$ cat src/rtl/cfp_pkg.sv
package cfp_pkg;

    typedef enum logic [1:0] {
        MODE_UART = 2'b00,
        MODE_C8   = 2'b01,
        MODE_C16  = 2'b10,
        MODE_LINK = 2'b11
    } mode_e;

    typedef struct packed {
        logic       cold_n;
        mode_e      mode;
        logic       lsb_first;
        logic       delay1;
        logic       warm;
        logic [1:0] dreq_sel;
    } ctrl_t;

    localparam ctrl_t CTRL_RESET = ctrl_t'(8'h80);

endpackage

$ cat src/rtl/cfp_ctrl_reg.sv
module cfp_ctrl_reg
    import cfp_pkg::*;
(
    input  logic       clk,
    input  logic       rst_n,
    input  logic       wr_i,
    input  logic [7:0] wdata_i,
    output ctrl_t      ctrl_o,
    output logic       clear_o
);

    ctrl_t ctrl_d, ctrl_q;
    ctrl_t wr_val;

    always_comb begin
        wr_val  = ctrl_t'(wdata_i);
        ctrl_d  = ctrl_q;
        clear_o = wr_i && (wr_val.mode == MODE_UART) && (ctrl_q.mode != MODE_UART);
        if (clear_o) begin
            ctrl_d = CTRL_RESET;
        end else if (wr_i) begin
            ctrl_d = wr_val;
        end
    end

    always_ff @(posedge clk or negedge rst_n) begin
        if (!rst_n) ctrl_q <= CTRL_RESET;
        else        ctrl_q <= ctrl_d;
    end

    assign ctrl_o = ctrl_q;

    assert_clear_restores_R3: assert property (@(posedge clk) disable iff (!rst_n)
        clear_o |=> (ctrl_o == CTRL_RESET));

endmodule

$ cat src/rtl/cfp_fifo.sv
module cfp_fifo #(
    parameter int WIDTH = 16,
    parameter int DEPTH = 4
) (
    input  logic             clk,
    input  logic             rst_n,
    input  logic             flush_i,
    input  logic             push_i,
    input  logic [WIDTH-1:0] data_i,
    input  logic             pop_i,
    output logic [WIDTH-1:0] data_o,
    output logic             empty_o,
    output logic             full_o
);

    localparam int AW = (DEPTH > 1) ? $clog2(DEPTH) : 1;
    localparam int CW = $clog2(DEPTH + 1);

    typedef struct packed {
        logic [AW-1:0] rd;
        logic [AW-1:0] wr;
        logic [CW-1:0] cnt;
    } ptr_t;

    ptr_t ptr_d, ptr_q;
    logic [WIDTH-1:0] mem_d [DEPTH];
    logic [WIDTH-1:0] mem_q [DEPTH];
    logic do_push, do_pop;

    function automatic logic [AW-1:0] wrap_inc(input logic [AW-1:0] p);
        return (p == AW'(DEPTH - 1)) ? '0 : p + 1'b1;
    endfunction

    always_comb begin
        ptr_d   = ptr_q;
        mem_d   = mem_q;
        empty_o = (ptr_q.cnt == '0);
        full_o  = (ptr_q.cnt == CW'(DEPTH));
        do_push = push_i && !full_o;
        do_pop  = pop_i && !empty_o;
        if (flush_i) begin
            ptr_d = '0;
        end else begin
            if (do_push) begin
                mem_d[ptr_q.wr] = data_i;
                ptr_d.wr        = wrap_inc(ptr_q.wr);
            end
            if (do_pop) ptr_d.rd = wrap_inc(ptr_q.rd);
            if (do_push && !do_pop) ptr_d.cnt = ptr_q.cnt + 1'b1;
            if (do_pop && !do_push) ptr_d.cnt = ptr_q.cnt - 1'b1;
        end
        data_o = mem_q[ptr_q.rd];
    end

    always_ff @(posedge clk or negedge rst_n) begin
        if (!rst_n) ptr_q <= '0;
        else        ptr_q <= ptr_d;
    end

    always_ff @(posedge clk) begin
        mem_q <= mem_d;
    end

    assert_flush_empties_R3: assert property (@(posedge clk) disable iff (!rst_n)
        flush_i |=> empty_o);

    assert_push_fills_R8: assert property (@(posedge clk) disable iff (!rst_n)
        (push_i && !full_o && !pop_i && !flush_i) |=> !empty_o);

endmodule

$ cat src/rtl/cfp_shifter.sv
module cfp_shifter
    import cfp_pkg::*;
#(
    parameter int MAX_W = 16
) (
    input  logic             clk,
    input  logic             rst_n,
    input  logic             clear_i,
    input  mode_e            mode_i,
    input  logic             lsb_i,
    input  logic             delay_i,
    input  logic             bclk_i,
    input  logic             fs_i,
    input  logic             sd_i,
    input  logic [MAX_W-1:0] tx_word_i,
    input  logic             tx_avail_i,
    output logic             tx_pop_o,
    output logic             rx_push_o,
    output logic [MAX_W-1:0] rx_word_o,
    output logic             sd_o
);

    localparam int IW     = $clog2(MAX_W);
    localparam int NARROW = MAX_W / 2;

    typedef struct packed {
        logic             b1;
        logic             b2;
        logic             fs_s;
        logic             fs_last;
        logic             active;
        logic             pend;
        logic             txd;
        logic [IW-1:0]    idx;
        logic [MAX_W-1:0] word;
        logic [MAX_W-1:0] acc;
    } sh_t;

    sh_t s_d, s_q;
    logic rise, fall, fs_rise, codec, lsb_eff, start;
    logic [IW-1:0] last_idx, idx_nx;

    function automatic logic [IW-1:0] bit_pos(input logic lsb, input logic [IW-1:0] last,
                                              input logic [IW-1:0] i);
        return lsb ? i : last - i;
    endfunction

    always_comb begin
        codec    = (mode_i != MODE_UART);
        lsb_eff  = lsb_i && (mode_i != MODE_LINK);
        last_idx = (mode_i == MODE_C8) ? IW'(NARROW - 1) : IW'(MAX_W - 1);
        rise     = s_q.b1 && !s_q.b2;
        fall     = !s_q.b1 && s_q.b2;
        fs_rise  = s_q.fs_s && !s_q.fs_last;
        idx_nx   = s_q.idx + 1'b1;
        start    = 1'b0;
        tx_pop_o = 1'b0;
        rx_push_o = 1'b0;

        s_d      = s_q;
        s_d.b1   = bclk_i;
        s_d.b2   = s_q.b1;
        s_d.fs_s = fs_i;
        if (rise) s_d.fs_last = s_q.fs_s;

        if (clear_i || !codec) begin
            s_d.active = 1'b0;
            s_d.pend   = 1'b0;
            s_d.txd    = 1'b0;
            s_d.idx    = '0;
            s_d.acc    = '0;
        end else if (rise) begin
            if (fs_rise) begin
                if (delay_i) begin
                    s_d.pend   = 1'b1;
                    s_d.active = 1'b0;
                    s_d.txd    = 1'b0;
                end else begin
                    start = 1'b1;
                end
            end else if (s_q.pend) begin
                s_d.pend = 1'b0;
                start    = 1'b1;
            end else if (s_q.active) begin
                if (s_q.idx == last_idx) begin
                    if (mode_i == MODE_LINK) begin
                        start = 1'b1;
                    end else begin
                        s_d.active = 1'b0;
                        s_d.txd    = 1'b0;
                    end
                end else begin
                    s_d.idx = idx_nx;
                    s_d.txd = s_q.word[bit_pos(lsb_eff, last_idx, idx_nx)];
                end
            end
            if (start) begin
                s_d.active = 1'b1;
                s_d.idx    = '0;
                s_d.acc    = '0;
                s_d.word   = tx_avail_i ? tx_word_i : '0;
                tx_pop_o   = tx_avail_i;
                s_d.txd    = s_d.word[bit_pos(lsb_eff, last_idx, '0)];
            end
        end else if (fall && s_q.active) begin
            s_d.acc[bit_pos(lsb_eff, last_idx, s_q.idx)] = sd_i;
            rx_push_o = (s_q.idx == last_idx);
        end
        rx_word_o = s_d.acc;
    end

    always_ff @(posedge clk or negedge rst_n) begin
        if (!rst_n) s_q <= '0;
        else        s_q <= s_d;
    end

    assign sd_o = s_q.txd;

    assert_txd_only_on_rise_R4: assert property (@(posedge clk) disable iff (!rst_n)
        (!rise && !clear_i) |=> $stable(sd_o));

    assert_push_on_fall_R8: assert property (@(posedge clk) disable iff (!rst_n)
        rx_push_o |-> (s_q.b2 && !s_q.b1));

endmodule

$ cat src/rtl/codec_frame_port.sv
module codec_frame_port
    import cfp_pkg::*;
#(
    parameter int SAMPLE_W   = 16,
    parameter int FIFO_DEPTH = 4
) (
    input  logic                clk,
    input  logic                rst_n,
    input  logic                reg_wr,
    input  logic [7:0]          reg_wdata,
    output logic [7:0]          reg_rdata,
    input  logic                tx_push,
    input  logic [SAMPLE_W-1:0] tx_wdata,
    output logic                tx_full,
    input  logic                rx_pop,
    output logic [SAMPLE_W-1:0] rx_rdata,
    output logic                rx_empty,
    input  logic                bclk,
    input  logic                fs_in,
    input  logic                sdin,
    output logic                sdout,
    output logic                fs_out,
    output logic                codec_rst_n,
    input  logic                uart_txd,
    input  logic                uart_rts,
    input  logic                uart_irq,
    input  logic                peer_irq,
    input  logic                rx_req_avail,
    output logic                dreq2,
    output logic                dreq3
);

    ctrl_t ctrl;
    logic clear, codec;
    logic tx_empty, tx_pop, rx_push, rx_full, sh_out;
    logic tx_req, rx_req, own_irq;
    logic [SAMPLE_W-1:0] tx_head, rx_word;

    cfp_ctrl_reg u_ctrl (
        .clk    (clk),
        .rst_n  (rst_n),
        .wr_i   (reg_wr),
        .wdata_i(reg_wdata),
        .ctrl_o (ctrl),
        .clear_o(clear)
    );

    cfp_fifo #(.WIDTH(SAMPLE_W), .DEPTH(FIFO_DEPTH)) u_txq (
        .clk    (clk),
        .rst_n  (rst_n),
        .flush_i(clear),
        .push_i (tx_push),
        .data_i (tx_wdata),
        .pop_i  (tx_pop),
        .data_o (tx_head),
        .empty_o(tx_empty),
        .full_o (tx_full)
    );

    cfp_fifo #(.WIDTH(SAMPLE_W), .DEPTH(FIFO_DEPTH)) u_rxq (
        .clk    (clk),
        .rst_n  (rst_n),
        .flush_i(clear),
        .push_i (rx_push),
        .data_i (rx_word),
        .pop_i  (rx_pop),
        .data_o (rx_rdata),
        .empty_o(rx_empty),
        .full_o (rx_full)
    );

    cfp_shifter #(.MAX_W(SAMPLE_W)) u_shift (
        .clk       (clk),
        .rst_n     (rst_n),
        .clear_i   (clear),
        .mode_i    (ctrl.mode),
        .lsb_i     (ctrl.lsb_first),
        .delay_i   (ctrl.delay1),
        .bclk_i    (bclk),
        .fs_i      (fs_in),
        .sd_i      (sdin),
        .tx_word_i (tx_head),
        .tx_avail_i(!tx_empty),
        .tx_pop_o  (tx_pop),
        .rx_push_o (rx_push),
        .rx_word_o (rx_word),
        .sd_o      (sh_out)
    );

    always_comb begin
        codec       = (ctrl.mode != MODE_UART);
        reg_rdata   = ctrl;
        codec_rst_n = ctrl.cold_n;
        sdout       = codec ? sh_out : uart_txd;
        fs_out      = ctrl.warm ? 1'b1 : (codec ? fs_in : uart_rts);
        tx_req      = codec && tx_empty;
        rx_req      = codec && (rx_req_avail ? !rx_empty : rx_full);
        own_irq     = codec ? (tx_req || rx_req) : uart_irq;
        dreq2       = ctrl.dreq_sel[0] ? rx_req : peer_irq;
        dreq3       = (ctrl.dreq_sel == 2'b01) ? tx_req : own_irq;
    end

    assert_warm_forces_fs_R9: assert property (@(posedge clk) disable iff (!rst_n)
        ctrl.warm |-> fs_out);

    assert_dreq3_tx_R12: assert property (@(posedge clk) disable iff (!rst_n)
        (codec && ctrl.dreq_sel == 2'b01) |-> (dreq3 == tx_empty));

    assert_cold_follows_reg_R10: assert property (@(posedge clk) disable iff (!rst_n)
        reg_wr |=> (codec_rst_n == $past(reg_wdata[7]) || $past(clear)));

endmodule

$ cat config.mk
export PLATFORM = sky130hd
export DESIGN_NAME = codec_frame_port
export DESIGN_NICKNAME = d
export VERILOG_FILES = /design/src/rtl/cfp_pkg.sv /design/src/rtl/cfp_ctrl_reg.sv /design/src/rtl/cfp_fifo.sv /design/src/rtl/cfp_shifter.sv /design/src/rtl/codec_frame_port.sv
export SDC_FILE = /design/constraint.sdc
export NUM_CORES = 1
export LEC_CHECK = 0
export ABC_AREA = 1
export ABC_CLOCK_PERIOD_IN_PS = 2900
export BUFFER_PORTS_ARGS = -buffer_cell sky130_fd_sc_hd__buf_2
export CORE_MARGIN = 2
export CORE_UTILIZATION = 40
export DETAILED_ROUTE_END_ITERATION = 12
export SLEW_MARGIN = 20
export SYNTH_ARGS = -nofsm -noshare
export SYNTH_HDL_FRONTEND = slang
export SYNTH_SLANG_ARGS = --single-unit
$ cat constraint.sdc
create_clock -name clk -period 2.9 [get_ports clk]
set_input_delay 0.29 -clock clk [delete_from_list [all_inputs] [get_ports clk]]
set_output_delay 0.29 -clock clk [all_outputs]
set_load 0.1 [all_outputs]
==> impl_results.md, run 1 <==
- Fillers: 1954
- Yosys cell types: 38
- Synth warnings: 0
- WP data required: 2.61 ns
- Die height: 150 um
- Max VDD drop: 490 uV
- FMAX: 404 MHz
- CTS tree: done
- Clock power share: 0.256
- Routed Antenna Nets: 0
- DR iter-0 viols: 411
- Post-Syn Nets: 847
- Crit Path Class: reg -> out
- Routed vias/inst: 4.99
- Final Max Slew Viols: 0
- Setup bufs post-CTS: 0
- Slew headroom: 0.511
- Path depth of the worst reg2reg path: 7
- TritonRoute pass-1 iters: 5
- Placer Congestion: 0.810
- Placed instance area: 9210 um^2
- CP max FO: 25
- Dpl hpwl: 11.5 mm
- Cell Pwr Density: 966 nW/um^2
- Power, Total: 9.52 mW
- I/O Pins: 68
- Pleak: 4.01 nW
- H-tree depth: 4
- Die area: 22400 um^2
- Cell-internal power: 5.49 mW
- Worst Setup EP: rx_rdata[2]
- Seq pwr share: 0.373
- Final setup skew: 0.0119 ns
- Total number of vias: 5818
- Die width: 150 um
- Critical Path Sink Type: output pin
- Core box area: 21000 um^2
- GR Util All Layers: 0.163
- Comb power frac: 0.372
- Reg2Reg Launch Point: u_ctrl.ctrl_o[5]
- Clk slew on worst S/H paths: 0.08 ns
- Overflow after GRT: 0
- Vias in the first global route: 5573
- Number of CTS-inserted buffers: 17
- Post-Syn Instances: 797
- Mean Syn Cell Area: 10.7 um^2
- Status: finished, final reports clean
- Synth Register Bits: 193
- Worst-Skew Late Latency: 0.44 ns
- Setup slack on the worst flop-to-flop path: 0.61 ns
- Max_cap viols: 0
- Finish-stage setup viols: 0
- Worst-margin pin slew: 0.734 ns
- RSZ-0062 raised after global routing: no
- Clock sink count: 193
- First-pass GRT wire length: 28.3 mm
- Number of inserted diodes: 0
- Clock buffer depth: 2
- P_sw: 4.03 mW
- Post-Syn Area: 8490 um^2
- Row count: 53
- WL final: 17.3 mm
- Root Driver: clkbuf_16
- Area growth syn-to-layout: 16.2%
- Switching share of power: 0.423
- Wirelength per Cell: 14.9 um
- Final hold vios: 0
- Post_cts resized: 0
- Worst Setup Start Kind: flip-flop
- Worst reg2reg endpoint: u_rxq.mem_q[24]
- Fraction of layout instances using a drive strength above 1: 0.170
- Final instance area: 9860 um^2
- Nets: 927
- # port buffers: 67
- # hold bufs at CTS: 3
- Starting Density: 0.405
- HP Class: in -> reg
- WP data arrival: 2.18 ns
- Part of the cycle the worst path needs: 0.853
- Tmin final: 2.47 ns
- Sequential area share after synthesis: 0.645
- DRC Markers: 0
- Largest net degree at the start of global routing: 37
- Antenna violations before repair: 0
- Crit path launch: u_rxq.ptr_q[5]
[synth_stat cells]
cell | n | area share
o21ai_0 | 87 | 0.051
buf_2 | 9 | 0.0053
nand3_4 | 1 | 0.0021
mux2i_1 | 1 | 0.0012
o211ai_1 | 1 | 0.00088
ha_1 | 11 | 0.016
o21ai_1 | 1 | 0.00059
a31oi_1 | 16 | 0.012
nor3_4 | 1 | 0.0019
nand2_1 | 155 | 0.069
inv_2 | 3 | 0.0013
nand4_2 | 1 | 0.0015
xor2_1 | 12 | 0.012
nand2_4 | 2 | 0.0027
nand4_1 | 2 | 0.0015
dfrtp_1 | 64 | 0.19
nor2_4 | 1 | 0.0013
nor2_1 | 77 | 0.034
clkbuf_1 | 15 | 0.0066
dfstp_2 | 1 | 0.0031
o22ai_1 | 24 | 0.018
nor2_2 | 5 | 0.0037
o21ai_2 | 1 | 0.0010
nand3_1 | 45 | 0.027
buf_4 | 3 | 0.0027
a211oi_4 | 1 | 0.0024
a21oi_1 | 36 | 0.021
a211oi_1 | 1 | 0.00088
fa_1 | 2 | 0.0047
clkinv_2 | 1 | 0.00059
nand2_2 | 9 | 0.0066
a32o_1 | 13 | 0.015
inv_1 | 62 | 0.027
edfxtp_1 | 128 | 0.45
a31o_2 | 1 | 0.0010
or2_2 | 1 | 0.00074
buf_1 | 2 | 0.00088
a21oi_2 | 1 | 0.0010
[how the worst min path moves through the flow]
| stage | slack (ns) | from | endpoint | depth (start not counted) |
|---|---|---|---|---|
| finish | 0.05 | tx_wdata[12] | u_txq.mem_q[12] | 1 |
| global route | 0.04 | tx_wdata[1] | u_txq.mem_q[49] | 1 |
| CTS | 0.04 | tx_wdata[12] | u_txq.mem_q[12] | 1 |
| detailed placement | 0.38 | u_shift.s_d[41] | u_shift.s_q[41] | 0 |
| global placement | 0.37 | u_shift.s_d[41] | u_shift.s_q[41] | 0 |
| floorplan | -0.006 | rst_n | u_ctrl.ctrl_o[0] | 0 |
[flip-flops by register name (all words and copies together) (netlist names)]
signal,cells
u_shift.s_q,41
u_shift.sd_o,1
u_ctrl.ctrl_o,8
u_rxq.ptr_q,7
u_txq.ptr_q,7
u_shift.s_d,1
u_txq.mem_q,64
u_rxq.mem_q,64
[power groups by stage]
stage | Clock (mW) | Sequential (mW) | Combinational (mW)
2_1_floorplan | 0 | 3.63 | 2.78
3_3_place_gp | 0 | 3.61 | 3.53
3_5_place_dp | 0 | 3.61 | 3.57
4_1_cts | 2.48 | 3.55 | 3.58
5_1_grt | 2.60 | 3.60 | 3.88
6_report | 2.43 | 3.55 | 3.54
[cell type report]
| type | instances | area, um^2 | share of cell area |
|---|---|---|---|
| inverters | 66 | 249 | 0.0252 |
| well taps | 275 | 344 | 0.0349 |
| repair buffers | 90 | 528 | 0.0535 |
| flip-flops and latches | 193 | 5470 | 0.555 |
| multi-input cells | 509 | 2640 | 0.268 |
| clock buffers | 17 | 425 | 0.0431 |
| clock inverters | 15 | 200 | 0.0203 |
[metrics by stage]
step	hold WS, ns	setup WS (ns)	utilization	TNS (ns)	std cells
2_1_floorplan	-0.00559	-0.128	-	-0.128	797
3_3_place_gp	0.373	0.633	0.439	0	1130
3_5_place_dp	0.381	0.607	0.439	0	1130
4_1_cts	0.0372	0.390	0.471	0	1165
5_1_grt	0.0441	0.292	0.471	0	1165
6_report	0.0539	0.428	0.471	0	1165
[critical path: stages (launching register included)]
cell     delay [ns]
dfrtp_1        0.38
inv_1          0.20
buf_4          0.32
o21ai_0        0.13
o22ai_1        0.23
buf_2          0.47
[metal layers]
layer | global-route usage | vias up | wire [um]
li1 | - | 2930 | -
met1 | 0.202 | 2799 | 7840
met2 | 0.285 | 77 | 8820
met3 | 0.0308 | 12 | 456
met4 | 0.0618 | 0 | 200
met5 | 0 | - | 0
[cell families after synthesis]
| logic type | after synthesis | synth area share |
|---|---|---|
| buffers and inverters | 95 | 0.0448 |
| AOI/OAI and AO/OA | 183 | 0.125 |
| and+or+nand+nor | 300 | 0.151 |
| xor gates and xnor gates | 12 | 0.0124 |
| muxes | 1 | 0.00118 |
| adders and majority gates | 13 | 0.0209 |
| DFF | 193 | 0.645 |
[cell usage in the layout, fill, tap and decap left out, types with 6 or more instances in the layout]
cell and n:
nand2_1 155, edfxtp_1 128, o21ai_0 85, nor2_1 76
buf_2 67, dfrtp_1 64, inv_1 62, nand3_1 45
a21oi_1 36, o22ai_1 24, buf_4 19, clkbuf_16 17
a31oi_1 16, a32o_1 13, xor2_1 12, ha_1 11
nand2_2 9, nor2_2 6
(Power assumes the default switching activity.)
==> inputs of run 2 (changes only) <==
- REMOVE_ABC_BUFFERS: not set -> 1
==> run 2 against run 1 <==
  * Worst hold slack gained 0.013 ns
  * Sequential power barely moved
  * Power decreased by 0.87%
  * Global-route usage grew 0.19 points
  * Worst setup slack got worse by 0.0046 ns
  * Die area unchanged
  * First-iteration DRC count shrank 18%
  * Routed wire length rose by 1.0%
==> impl_results.md, run 2 (same netlist as run 1, synthesis figures left out) <==
- H-tree depth: 4
- # port buffers: 67
- Part of the cycle the worst path needs: 0.854
- Starting Density: 0.405
- Nets: 925
- Commonest non-fill, non-tap cell in the layout: nand2_1
- Worst Setup Start Kind: flip-flop
- Vias in the first global route: 5623
- CP max stage delay: 0.47 ns
- Row count: 53
- DR iter-0 viols: 336
- Number of CTS-inserted buffers: 17
- Die height: 150 um
- Placer Congestion: 0.815
- Cell Pwr Density: 963 nW/um^2
- Crit Path Class: reg -> out
- Most frequent cells in the layout: nand2_1, edfxtp_1, o21ai_0
- Power, Total: 9.44 mW
- Final std cells w/o fill: 1163
- Die area: 22400 um^2
- DRC Markers: 0
- Pleak: 4.00 nW
- Regs by FF count: u_rxq.mem_q: 64 flops, u_txq.mem_q: 64 flops, u_shift.s_q: 41 flops
- Total number of vias: 5851
- Status: finished, final reports clean
- Worst setup margin: 0.423 ns
- CTS tree: done
- Die width: 150 um
- Fin Hold WS: 0.0669 ns
- Number of inserted diodes: 0
- Wirelength per Cell: 15.0 um
- Pre-CTS setup slack: 0.478 ns
- GR Util All Layers: 0.165
- Root Driver: clkbuf_16
- DP Cell Count: 1128
- CP max-delay cell: inv_1
- Critical Path Sink Type: output pin
- Antenna violations before repair: 0
- WL final: 17.5 mm
- Routed vias/inst: 5.03
- RSZ-0062 raised after global routing: no
- Post_cts resized: 0
- Overflow after GRT: 0
- I/O Pins: 68
- Clock buffer depth: 2
- CP max FO: 17
- Fraction of layout instances using a drive strength above 1: 0.160
- Slew headroom: 0.465
- Final Max Slew Viols: 0
- Worst-Skew Late Latency: 0.43 ns
- Crit path cell chain: inv_1 > o21ai_0 > o22ai_1 > buf_2
- Max VDD drop: 543 uV
- Finish-stage setup viols: 0
- Tmin final: 2.48 ns
- HP Class: in -> reg
- FMAX: 404 MHz
- First-pass GRT wire length: 28.8 mm
- Clock sink count: 193
- Final setup skew: 0.0107 ns
- Dpl hpwl: 11.5 mm
- Routed Antenna Nets: 0
- TritonRoute pass-1 iters: 6
- Worst-margin pin slew: 0.802 ns
- Util after Layout: 0.468
- Setup TNS: 0 ns
- Clk slew on worst S/H paths: 0.07 ns
- Core box area: 21000 um^2
- Area growth syn-to-layout: 15.5%
- Largest net degree at the start of global routing: 35
- WP data arrival: 2.19 ns
- WP data required: 2.61 ns
- Placed instance area: 9190 um^2
- Final instance area: 9800 um^2
- Max_cap viols: 0
- Final hold vios: 0
run 2: what timing repair did:
action,4_1_cts,5_1_grt
hold buffers,3,0
endpoints found under the hold margin,33,0
buffers inserted,0,0
run 2: area by class of cell:
cell class,instances,area [um^2]
well taps,275,344
fillers,1948,11200
clock inverters,13,155
repair buffers,88,513
clock buffers,19,433
multi-input cells,509,2640
inverters,66,249
flip-flops and latches,193,5470
run 2: worst paths after layout:
| check | slack (ns) | from | cells past startpoint | endpoint |
|---|---|---|---|---|
| setup reg to reg | 0.50 | u_shift.s_q[32] | 12 | u_rxq.ptr_q[2] |
| hold / removal | 0.07 | tx_wdata[4] | 1 | u_txq.mem_q[20] |
| setup / recovery | 0.42 | u_rxq.ptr_q[6] | 4 | rx_rdata[5] |
| max in group asynchronous | 1.76 | rst_n | 3 | u_shift.s_q[27] |
| min in group asynchronous | 0.49 | rst_n | 2 | u_rxq.ptr_q[0] |
| hold reg to reg | 0.38 | u_shift.s_d[41] | 0 | u_shift.s_q[41] |
run 2: metal layers:
metal / up-vias / global-route usage / share of wire
li1: 2924 / - / -
met1: 2816 / 0.217 / 0.45
met2: 97 / 0.276 / 0.51
met3: 14 / 0.0348 / 0.033
met4: 0 / 0.0514 / 0.011
met5: - / 0 / 0
run 2: worst max-delay path, delay by kind of cell, from the launching register on:
| family | cells | cell delay [ns] |
|---|---|---|
| AOI/OAI and AO/OA | 2 | 0.43 |
| buffers and inverters | 2 | 0.94 |
| DFF | 1 | 0.38 |
run 2: power breakdown:
part / internal, mW / switching [mW]
clock network: 1.36 / 0.994
logic: 0.817 / 2.72
registers: 3.36 / 0.194
